--- src/rtl/serdes_lb_pkg.sv ---
package serdes_lb_pkg;

  // Steering mode: bit 1 = equipment loop, bit 0 = facility loop
  typedef enum logic [1:0] {
    LB_NONE  = 2'b00,
    LB_FAC   = 2'b01,
    LB_EQP   = 2'b10,
    LB_SPLIT = 2'b11
  } lb_mode_e;

  function automatic lb_mode_e lb_decode(input logic fac, input logic eqp);
    return lb_mode_e'({eqp, fac});
  endfunction

endpackage

--- src/rtl/sdl_bytediv.sv ---
module sdl_bytediv #(
  parameter int W = 8
) (
  input  logic clk,
  input  logic rst_n,
  output logic byte_clk,
  output logic load_stb
);
  localparam int CW = $clog2(W);

  logic [CW-1:0] cnt_q, cnt_d;

  always_comb begin
    cnt_d = cnt_q + 1'b1;
    if (cnt_q == CW'(W-1)) cnt_d = '0;
  end

  always_ff @(posedge clk or negedge rst_n) begin
    if (!rst_n) cnt_q <= '0;
    else        cnt_q <= cnt_d;
  end

  assign load_stb = (cnt_q == CW'(W-1));
  assign byte_clk = ~cnt_q[CW-1];


  byte_clk_rise_chk: assert property (@(posedge clk) disable iff (!rst_n)
    load_stb |=> $rose(byte_clk));

endmodule

--- src/rtl/sdl_txser.sv ---
module sdl_txser #(
  parameter int W = 8
) (
  input  logic         clk,
  input  logic         rst_n,
  input  logic         load_stb,
  input  logic [W-1:0] tx_byte,
  input  logic         tx_par,
  output logic         ser_bit,
  output logic         par_err
);
  logic [W-1:0] shift_q, shift_d;
  logic [W-1:0] cap_q, cap_d;
  logic         cap_par_q, cap_par_d;
  logic         err_q, err_d;

  always_comb begin
    shift_d   = {shift_q[W-2:0], 1'b0};
    cap_d     = cap_q;
    cap_par_d = cap_par_q;
    err_d     = err_q;
    if (load_stb) begin
      shift_d   = tx_byte;
      cap_d     = tx_byte;
      cap_par_d = tx_par;
      err_d     = (^cap_q) ^ cap_par_q;
    end
  end

  always_ff @(posedge clk or negedge rst_n) begin
    if (!rst_n) begin
      shift_q   <= '0;
      cap_q     <= '0;
      cap_par_q <= 1'b0;
      err_q     <= 1'b0;
    end else begin
      shift_q   <= shift_d;
      cap_q     <= cap_d;
      cap_par_q <= cap_par_d;
      err_q     <= err_d;
    end
  end

  assign ser_bit = shift_q[W-1];
  assign par_err = err_q;


  msb_first_chk: assert property (@(posedge clk) disable iff (!rst_n)
    load_stb |=> (ser_bit == $past(tx_byte[W-1])));


  err_hold_chk: assert property (@(posedge clk) disable iff (!rst_n)
    !load_stb |=> $stable(par_err));

endmodule

--- src/rtl/sdl_rxdes.sv ---
module sdl_rxdes #(
  parameter int W = 8
) (
  input  logic         clk,
  input  logic         rst_n,
  input  logic         ser_in,
  input  logic         align_in,
  input  logic         des_bit,
  input  logic         frame_stb,
  input  logic         eqp_sel,
  output logic         rx_bit_q,
  output logic [W-1:0] rx_byte,
  output logic         rx_par
);
  logic           in_q, align_q;
  logic [W-2:0]   hist_q, hist_d;
  logic [W-1:0]   byte_q, byte_d;
  logic           par_q, par_d;
  logic           strobe;

  assign strobe = eqp_sel ? frame_stb : align_q;

  always_comb begin
    hist_d = {hist_q[W-3:0], des_bit};
    byte_d = byte_q;
    par_d  = par_q;
    if (strobe) begin
      byte_d = {hist_q, des_bit};
      par_d  = ^{hist_q, des_bit};
    end
  end

  always_ff @(posedge clk or negedge rst_n) begin
    if (!rst_n) begin
      in_q    <= 1'b0;
      align_q <= 1'b0;
      hist_q  <= '0;
      byte_q  <= '0;
      par_q   <= 1'b0;
    end else begin
      in_q    <= ser_in;
      align_q <= align_in;
      hist_q  <= hist_d;
      byte_q  <= byte_d;
      par_q   <= par_d;
    end
  end

  assign rx_bit_q = in_q;
  assign rx_byte  = byte_q;
  assign rx_par   = par_q;


  rx_par_chk: assert property (@(posedge clk) disable iff (!rst_n)
    rx_par == ^rx_byte);


  rx_lsb_chk: assert property (@(posedge clk) disable iff (!rst_n)
    strobe |=> (rx_byte[0] == $past(des_bit)));


  rx_hold_chk: assert property (@(posedge clk) disable iff (!rst_n)
    !strobe |=> $stable(rx_byte));

endmodule

--- src/rtl/sdl_lbsteer.sv ---
module sdl_lbsteer
  import serdes_lb_pkg::*;
(
  input  lb_mode_e mode,
  input  logic     tx_bit,
  input  logic     rx_bit,
  output logic     ser_out,
  output logic     des_in
);
  always_comb begin
    ser_out = tx_bit;
    des_in  = rx_bit;
    unique case (mode)
      LB_NONE:  begin ser_out = tx_bit; des_in = rx_bit; end
      LB_FAC:   begin ser_out = rx_bit; des_in = rx_bit; end
      LB_EQP:   begin ser_out = tx_bit; des_in = tx_bit; end
      LB_SPLIT: begin ser_out = rx_bit; des_in = tx_bit; end
      default:  begin ser_out = tx_bit; des_in = rx_bit; end
    endcase
  end
endmodule

--- src/rtl/serdes_lpbk_top.sv ---
module serdes_lpbk_top
  import serdes_lb_pkg::*;
#(
  parameter int W = 8
) (
  input  logic         clk,
  input  logic         rst_n,
  input  logic [W-1:0] tx_byte,
  input  logic         tx_par,
  input  logic         fac_lpbk,
  input  logic         eqp_lpbk,
  input  logic         ser_rx,
  input  logic         rx_align,
  output logic         byte_clk,
  output logic         ser_tx,
  output logic         tx_par_err,
  output logic [W-1:0] rx_byte,
  output logic         rx_par
);
  logic     load_stb;
  logic     tx_bit, rx_bit, des_bit;
  lb_mode_e mode;
  logic     live_q;

  assign mode = lb_decode(fac_lpbk, eqp_lpbk);

  sdl_bytediv #(.W(W)) i_div (
    .clk(clk), .rst_n(rst_n), .byte_clk(byte_clk), .load_stb(load_stb)
  );

  sdl_txser #(.W(W)) i_tx (
    .clk(clk), .rst_n(rst_n), .load_stb(load_stb), .tx_byte(tx_byte),
    .tx_par(tx_par), .ser_bit(tx_bit), .par_err(tx_par_err)
  );

  sdl_lbsteer i_steer (
    .mode(mode), .tx_bit(tx_bit), .rx_bit(rx_bit),
    .ser_out(ser_tx), .des_in(des_bit)
  );

  sdl_rxdes #(.W(W)) i_rx (
    .clk(clk), .rst_n(rst_n), .ser_in(ser_rx), .align_in(rx_align),
    .des_bit(des_bit), .frame_stb(load_stb), .eqp_sel(eqp_lpbk),
    .rx_bit_q(rx_bit), .rx_byte(rx_byte), .rx_par(rx_par)
  );

  always_ff @(posedge clk or negedge rst_n) begin
    if (!rst_n) live_q <= 1'b0;
    else        live_q <= 1'b1;
  end


  fac_path_chk: assert property (@(posedge clk) disable iff (!rst_n)
    (live_q && fac_lpbk) |-> (ser_tx == $past(ser_rx)));

endmodule

--- config.mk ---
export PLATFORM = sky130hd
export DESIGN_NAME = serdes_lpbk_top
export DESIGN_NICKNAME = d
export VERILOG_FILES = /design/src/rtl/serdes_lb_pkg.sv /design/src/rtl/sdl_bytediv.sv /design/src/rtl/sdl_txser.sv /design/src/rtl/sdl_rxdes.sv /design/src/rtl/sdl_lbsteer.sv /design/src/rtl/serdes_lpbk_top.sv
export SDC_FILE = /design/constraint.sdc
export NUM_CORES = 1
export LEC_CHECK = 0
export BUFFER_PORTS_ARGS = -buffer_cell sky130_fd_sc_hd__buf_2
export CORE_MARGIN = 2
export CORE_UTILIZATION = 50
export CTS_CLUSTER_SIZE = 25
export DETAILED_ROUTE_END_ITERATION = 8
export PLACE_DENSITY = 0.74
export SLEW_MARGIN = 15
export SYNTH_ARGS = -nofsm -noshare
export SYNTH_HDL_FRONTEND = slang
export SYNTH_HIERARCHICAL = 1
export SYNTH_SLANG_ARGS = --single-unit
export TNS_END_PERCENT = 100
--- constraint.sdc ---
create_clock -name clk -period 2.1 [get_ports clk]
set_input_delay 0.315 -clock clk [delete_from_list [all_inputs] [get_ports clk]]
set_output_delay 0.315 -clock clk [all_outputs]
set_load 0.02 [all_outputs]
* Yosys cells after proc, flatten, opt, wreduce, memory -nomap -nowiden
Cells that the tools add are included.
** Word-level totals
- Bits in registers :: 39
- Latch bits :: 0
- Bits in writable memories :: 0
- Memory bits (read-only) :: 0
- Input bits :: 15
- Output and inout port bits :: 12
- Logic and storage cells :: 29
- Memories kept :: 0
** Cells by class
- $add $sub $neg :: 1
- Multipliers :: 0
- Div/mod/pow operators :: 0
- $lt $le $gt $ge :: 0
- Equal/unequal tests :: 4
- Shift-type cells :: 0
- Mux-type cells :: 5
- Bitwise gates (word level) :: 2
- Reduce and logical (&&, ||, !) cells :: 7
** Operators by type and width (number)
- $reduce_xor A8 Y1 :: 2
- $mux W8 :: 1
- $reduce_or A2 Y1 :: 4
- $eq A2 B2 Y1 const B :: 2
- $pmux W1 S2 :: 2
- $add A3 B1 Y3 const B :: 1
- $eq A3 B3 Y1 const B :: 1
- $mux W3 :: 1
- $eq A2 B1 Y1 const B :: 1
- $logic_not A2 Y1 :: 1
- $mux W1 :: 1
- $not A1 Y1 :: 1
- $xor A1 B1 Y1 :: 1

* Depth between registers and ports, before layout
Gate-level depths: netlist (run 1).
- Depth after elaboration :: 4
- Depth in mapped cells :: 6
- Gate-level depth less buffers :: 5

* Cells and area by module
The synthesis (run 1) kept the hierarchy.
** By module, submodules not included
- sdl_txser :: instances 1, cells an instance 67, area each 755.7 sq um, sequential area each 450.4 sq um
- sdl_rxdes :: instances 1, cells an instance 35, area each 635.6 sq um, sequential area each 450.4 sq um
- sdl_bytediv :: instances 1, cells an instance 7, area each 107.6 sq um, sequential area each 75.1 sq um
- sdl_lbsteer :: instances 1, cells an instance 2, area each 26.3 sq um, sequential area each 0.0 sq um

* Worst setup path before layout (run 1)
No wires, ideal clock.
- Kind :: register to register
- Start point :: register i_div.cnt_q[0]
- End point :: register i_rx.byte_q[0], in the netlist i_rx/rx_byte[0]
- Library setup time :: 0.125 ns
- Arrival time :: 1.413 ns
- Data required time :: 1.975 ns
- Setup slack :: 0.563 ns
- Cell stages (with the launch flop) :: 5
- Path buffers :: 0
- Clock period less this slack :: 1.537 ns
- Path through :: dfrtp_1 > ha_1 > ha_1 > mux2i_4 > mux2_2
** On the way
- Longest elaborated chain between the ends :: 2
** Ends and longest elaborated chain
- start: declaration :: RTL line sdl_bytediv.sv:11 : logic [CW-1:0] cnt_q, cnt_d;
- start signal: assignment :: RTL line sdl_bytediv.sv:20 : else cnt_q <= cnt_d;
- $eq A3 B3 Y1 :: RTL line sdl_bytediv.sv:23 : assign load_stb = (cnt_q == CW'(W-1));
- net load_stb :: RTL line serdes_lpbk_top.sv:20 : logic load_stb;
- $mux W1 :: RTL line sdl_rxdes.sv:21 : assign strobe = eqp_sel ? frame_stb : align_q;
- end signal: assignment :: RTL line sdl_rxdes.sv:44 : byte_q <= byte_d;
- end: declaration :: RTL line sdl_rxdes.sv:17 : logic [W-1:0] byte_q, byte_d;
The timed path passes the listed nets, and every way through them passes these cells.
A chain may end at the register's enable or synchronous reset.

* Worst setup path in the final report (run 1)
- Start point :: register i_div.cnt_q[0]
- End point :: register i_rx.byte_q[3], in the netlist i_rx/rx_byte[3]
Same word-level chain as after synthesis.

==> metrics.cfg, run 1 <==
[synth]
synth_top_area_cell = dfrtp_1
synth_seq_cells = 39
synth-seq-area-share = 0.640
yosys-top-cells-count = dfrtp_1, inv_1, o21ai_1
synth-warning-count = 6
synth.area.top_cells = dfrtp_1, mux2_2, xnor2_1
synth_most_common_cell = dfrtp_1
synth.distinct_cells = 17
synth_cells = 111
synth_top_cell_area_share = 0.640
async_reset_ff_frac = 1.00
synth_area_per_cell_um2 = 13.7
netlist_area_um2 = 1530
synth_edf_count = 0
syn_nets = 128
synth-main-ff-cell = dfrtp_1

[setup_path]
crit_path_max_fanout = 9
max_stage_delay_ns = 0.40
timing.critical_path.mode_cell = ha_1
cp-start-kind = register
crit_chain = ha_1 -> ha_1 -> mux2i_4 -> mux2_2
reg2reg_depth = 4
end_kind = register
criticalPathCategory = register to register
required_ns = 2.33
worst_path_max_delay_cell = dfrtp_1
crit_arrival_ns = 1.87

[global_routing]
grt-ovfl-total = 0
track_usage = 0.157
grt_pass1_wl_mm = 3.86
antenna_found_initial = 0
grt_max_degree = 40
grt_pass1_vias = 906

[power]
vdd_drop_max_v = 0.000449
p_per_area_nw_per_um2 = 857
p_leak_nw = 0.841

[cells_and_area]
drive_above_1_share = 0.331
num-nets-final = 159
syn_to_final_growth_pct = 14.2
layoutNonFillerInstCount = 175
diodes = 0

[clocking]
cts_buffers = 5
cts_tree = built
post-cts-setup-buffers = 0
ctsHoldBuffers = 0
cts_max_path_buffers = 2
clkSinkCount = 39
clock_latency_ns = 0.33
ctsResizeCount = 0
cts_root_buffer = clkbuf_4
htreeDepth = 2
clk_pin_slew_ns = 0.10

[sta]
setup_ws_ns = 0.459
hold_viol_final = 0
setup_violations = 0
drv_slew = 0
worst_pin_slew_ns = 0.820
rsz0062_at_grt = no
whs_ns = 0.0643
relSlewSlack = 0.453
fin_crit_sh = 0.781
setup_tns_ns = 0
min_period_ns = 1.64
finClkSkew_ns = 0.00716
max_freq_mhz = 610

[routing]
drtIter0Drc = 11
vias_per_cell = 4.87
dr.pass1.iters = 2
drtAntennaViolNets = 0
route.vias.total = 852
drt_wl_total_mm = 2.17
drt-wirelength-per-cell_um = 12.4
drc_errors = 0

[place]
gp_congestion = 0.720
post-place-cells = 168
io_buffers = 26
place_ws_ns = 0.424
place_hpwl_mm = 1.58

[run_status]
status = complete, no violations

[job]
drv_cap = 0

[die]
start_util = 0.512
die_x_um = 59.2
core-area_um2 = 2980
fp-row-count = 20
die_y_um = 59.2
io_pins = 27
die-area_um2 = 3510

[min_path]
hp-class = primary input to async pin

per-layer routing:
metal | up-vias | GRT usage | wire length (µm)
li1 | 414 | - | -
met1 | 411 | 0.169 | 866
met2 | 21 | 0.261 | 1120
met3 | 6 | 0.0830 | 132
met4 | 0 | 0.0584 | 43
met5 | - | 0 | 0
layout by cell type, fill, tap and decap left out:
cell      netlist  final
buf_2           0     26
o21ai_1        14     14
buf_4           0      1
and2_1          1      1
mux2_2          9      9
inv_1          15     15
xor2_1          1      1
mux2i_4         1      1
nand2_1         7      7
xnor3_1         1      1
mux2_4          2      2
ha_1            2      2
xnor2_1        11     11
nor2_1          1      1
xnor2_4         1      1
mux2_1          3      3
dfrtp_1        39     39
clkinv_2        0      1
clkbuf_8        0      1
clkbuf_4        0      5
worst paths after layout:
check                                from         endpoint  slack (ns)
setup / recovery           i_div/cnt_q[0]  i_rx/rx_byte[3]        0.46
hold / removal                      rst_n  i_rx/rx_byte[4]        0.06
setup reg to reg           i_div/cnt_q[0]  i_rx/rx_byte[3]        0.46
hold reg to reg            i_rx/hist_q[2]   i_rx/hist_q[3]        0.43
max in group asynchronous           rst_n     i_tx/par_err        1.51
min in group clk                   ser_rx    i_rx/rx_bit_q        0.08
per-stage QoR:
| stage | cell area (µm²) | power [mW] | utilization |
|---|---|---|---|
| 6_report | 1740 | 1.49 | 0.585 |
| 5_1_grt | 1740 | 1.59 | 0.585 |
| 4_1_cts | 1740 | 1.52 | 0.585 |
| 3_5_place_dp | 1690 | 1.14 | 0.566 |
| 3_3_place_gp | 1690 | 1.14 | 0.566 |
| 2_1_floorplan | 1530 | 1.05 | - |
critical path: cells and delay by family (launching register included):
kind                     cells  cell delay (ns)
multiplexers                 2             0.71
adder cells (fa/ha/maj)      2             0.42
flip-flops                   1             0.40
sequential cells by signal, indices dropped and copies added (netlist names):
register,cells
i_rx/rx_byte,8
i_tx/cap_q,8
i_tx/shift_q,8
i_rx/hist_q,7
i_div/cnt_q,3
i_rx/align_q,1
i_rx/rx_bit_q,1
i_rx/rx_par,1
i_tx/cap_par_q,1
i_tx/par_err,1
final cells by class:
type | instances | area [µm²]
Inverter | 15 | 56.3
Tap cell | 33 | 41.3
Multi-Input combinational cell | 54 | 474
Sequential cell | 39 | 976
Fill cell | 258 | 1240
Clock buffer | 6 | 51.3
Clock inverter | 1 | 5.00
Timing Repair Buffer | 27 | 138
power breakdown:
| group | leakage, nW | internal (mW) | switching [mW] |
|---|---|---|---|
| combinational | 0.347 | 0.133 | 0.133 |
| clock | 0.0341 | 0.155 | 0.215 |
| sequential | 0.460 | 0.818 | 0.0369 |
cell families after synthesis:
kind of cell    synth area share
flops                      0.640
compound gates            0.0459
xor+xnor                   0.102
mux                        0.123
simple gates              0.0238
fa+ha+maj                 0.0164
buf+inv                   0.0492
Note: power is estimated with default switching activity, not from simulation.
==> run 2, diff against run 1 <==
--- a/config.mk
+++ b/config.mk
@@ -7,7 +7,7 @@
 export LEC_CHECK = 0
 export BUFFER_PORTS_ARGS = -buffer_cell sky130_fd_sc_hd__buf_2
 export CORE_MARGIN = 2
-export CORE_UTILIZATION = 50
+export CORE_UTILIZATION = 48
 export CTS_CLUSTER_SIZE = 25
 export DETAILED_ROUTE_END_ITERATION = 8
 export PLACE_DENSITY = 0.74
==> constraint.sdc (replaced) <==
create_clock -name clk -period 1.32 [get_ports clk]
set_input_delay 0.198 -clock clk [delete_from_list [all_inputs] [get_ports clk]]
set_output_delay 0.198 -clock clk [all_outputs]
set_load 0.02 [all_outputs]
==> run 2 against run 1 <==
The run now ends with setup timing left. Hold slack improved by 0.018 ns. Routed wire length rose by 28%. Via count rose by 12%. Global-route usage rose by 2.0 points. Final area rose by 20%.
==> metrics.cfg, run 2 (same netlist as run 1, synthesis figures left out) <==
[run_status]
status = finished with violations  ; was complete, no violations
violations = setup timing

[sta]
max_freq_mhz = 664  ; was 610 MHz
worst_pin_slew_ns = 0.414  ; was 0.820 ns
setup_ws_ns = -0.187  ; was 0.459 ns
rsz0062_at_grt = yes  ; was no
fin_crit_sh = 1.14  ; was 0.781
min_period_ns = 1.51  ; was 1.64 ns
setup_tns_ns = -3.62  ; was 0 ns
relSlewSlack = 0.722  ; was 0.453
hold_viol_final = 0  ; unchanged
drv_slew = 0  ; unchanged
finClkSkew_ns = 0.00680  ; was 0.00716 ns
setup_violations = 27  ; was 0

[die]
io_pins = 27  ; unchanged
start_util = 0.504  ; was 0.512
die-area_um2 = 3640  ; was 3510 µm²
die_x_um = 60.4  ; was 59.2 µm
die_y_um = 60.4  ; was 59.2 µm
core-area_um2 = 3030  ; was 2980 µm²
fp-row-count = 20  ; unchanged

[place]
place_hpwl_mm = 1.74  ; was 1.58 mm
io_buffers = 26  ; unchanged
place_ws_ns = -0.253  ; was 0.424 ns
gp_congestion = 0.744  ; was 0.720

[clocking]
clock_latency_ns = 0.34  ; was 0.33 ns
clkSinkCount = 39  ; unchanged
cts_tree = built  ; unchanged
cts_buffers = 5  ; unchanged
cts_max_path_buffers = 2  ; unchanged
clk_pin_slew_ns = 0.11  ; was 0.10 ns
htreeDepth = 2  ; unchanged
cts_root_buffer = clkbuf_4  ; unchanged

[power]
vdd_drop_max_v = 0.000649  ; was 0.000449 V
p_leak_nw = 1.02  ; was 0.841 nW
power.share.switching = 0.246  ; was 0.258
power_frac_comb = 0.186  ; was 0.179
p_int_mw = 2.01  ; was 1.11 mW
p_per_area_nw_per_um2 = 1270  ; was 857 nW/µm²
clkPwrFrac = 0.302  ; was 0.248
p_seq_frac = 0.512  ; was 0.573
netSwitchingPower_mw = 0.654  ; was 0.386 mW

[global_routing]
track_usage = 0.177  ; was 0.157
grt-ovfl-total = 0  ; unchanged
grt_pass1_wl_mm = 4.49  ; was 3.86 mm
antenna_found_initial = 0  ; unchanged
grt_max_degree = 20  ; was 40
grt_pass1_vias = 997  ; was 906

[setup_path]
critPathBufInv = 1  ; was 0
cp_top_family = multiplexers  ; unchanged
end_kind = register  ; unchanged
required_ns = 1.55  ; was 2.33 ns
crit_arrival_ns = 1.73  ; was 1.87 ns
worst_path_max_delay_cell = dfrtp_1  ; unchanged
max_stage_delay_ns = 0.39  ; was 0.40 ns
criticalPathCategory = register to register  ; unchanged
crit_path_max_fanout = 9  ; unchanged
crit_chain = ha_2 -> ha_4 -> mux2i_4 -> buf_12 -> mux2_2  ; was ha_1 -> ha_1 -> mux2i_4 -> mux2_2
cp-start-kind = register  ; unchanged

[cells_and_area]
num-nets-final = 173  ; was 159
diodes = 0  ; unchanged
drive_above_1_share = 0.516  ; was 0.331
n_fill_cell = 229  ; was 258
syn_to_final_growth_pct = 37.5  ; was 14.2%
final_cell_mix = dfrtp_1, buf_2, inv_1  ; unchanged
final_common_cell = dfrtp_1  ; unchanged

[job]
drv_cap = 0  ; unchanged

[routing]
route.vias.total = 958  ; was 852
vias_per_cell = 4.77  ; was 4.87
drc_errors = 0  ; unchanged
drtIter0Drc = 9  ; was 11
drt_wl_total_mm = 2.78  ; was 2.17 mm
drt-wirelength-per-cell_um = 13.8  ; was 12.4 µm
drtAntennaViolNets = 0  ; unchanged
dr.pass1.iters = 4  ; was 2

[min_path]
hp-class = primary input to register  ; was primary input to async pin

[run 2: power by group through the flow]
| stage | registers (mW) | logic, mW | clock network (mW) |
|---|---|---|---|
| floorplan | 1.46 | 0.216 | 0 |
| global placement | 1.38 | 0.440 | 0 |
| detailed placement | 1.39 | 0.452 | 0 |
| CTS | 1.36 | 0.471 | 0.832 |
| global route | 1.38 | 0.541 | 0.881 |
| finish | 1.36 | 0.495 | 0.804 |
[run 2: repair_timing]
| item | CTS | global route |
|---|---|---|
| resized for setup | 15 | 17 |
| gates cloned | 2 | 0 |
| hold buffers | 3 | 0 |
| buffers inserted | 3 | 2 |
| endpoints found under the setup margin | 13 | 29 |
| pin swaps | 2 | 1 |
| hold endpoints to repair | 19 | 0 |
[run 2: metrics by stage]
step	utilization	cell area [µm²]	power (mW)	hold WS (ns)	std cells
2_1_floorplan	-	1540	1.67	-0.0976	111
3_3_place_gp	0.581	1760	1.82	0.140	183
3_5_place_dp	0.581	1760	1.84	0.148	183
4_1_cts	0.666	2020	2.67	0.0699	199
5_1_grt	0.693	2100	2.80	0.0650	201
6_report	0.693	2100	2.66	0.0824	201
[run 2: final cells by class]
cell class	instances	area [µm²]	share of cell area
clock inverters	2	35.0	0.0167
inverters	15	56.3	0.0268
clock buffers	6	51.3	0.0245
flip-flops and latches	39	976	0.465
multi-input cells	54	597	0.285
well taps	44	55.1	0.0263
repair buffers	41	327	0.156
[run 2: path summary, 6_finish.rpt]
kind	to	cells past startpoint	slack, ns	from
hold reg to reg	i_rx/hist_q[4]	0	0.43	i_rx/hist_q[3]
hold / removal	i_tx/shift_q[0]	2	0.08	tx_byte[0]
min in group asynchronous	i_rx/rx_par	2	0.31	rst_n
setup reg to reg	i_rx/rx_byte[7]	5	-0.19	i_div/cnt_q[0]
setup / recovery	i_rx/rx_byte[7]	5	-0.19	i_div/cnt_q[0]
max in group asynchronous	i_tx/cap_q[7]	3	0.52	rst_n
[run 2: routing by layer]
metal  vias to the layer above  GRT usage  wire length (µm)
met5                         -          0                 0
met4                         0     0.0984                61
li1                        441          -                 -
met1                       481      0.186              1010
met2                        29      0.323              1580
met3                         7     0.0426               128
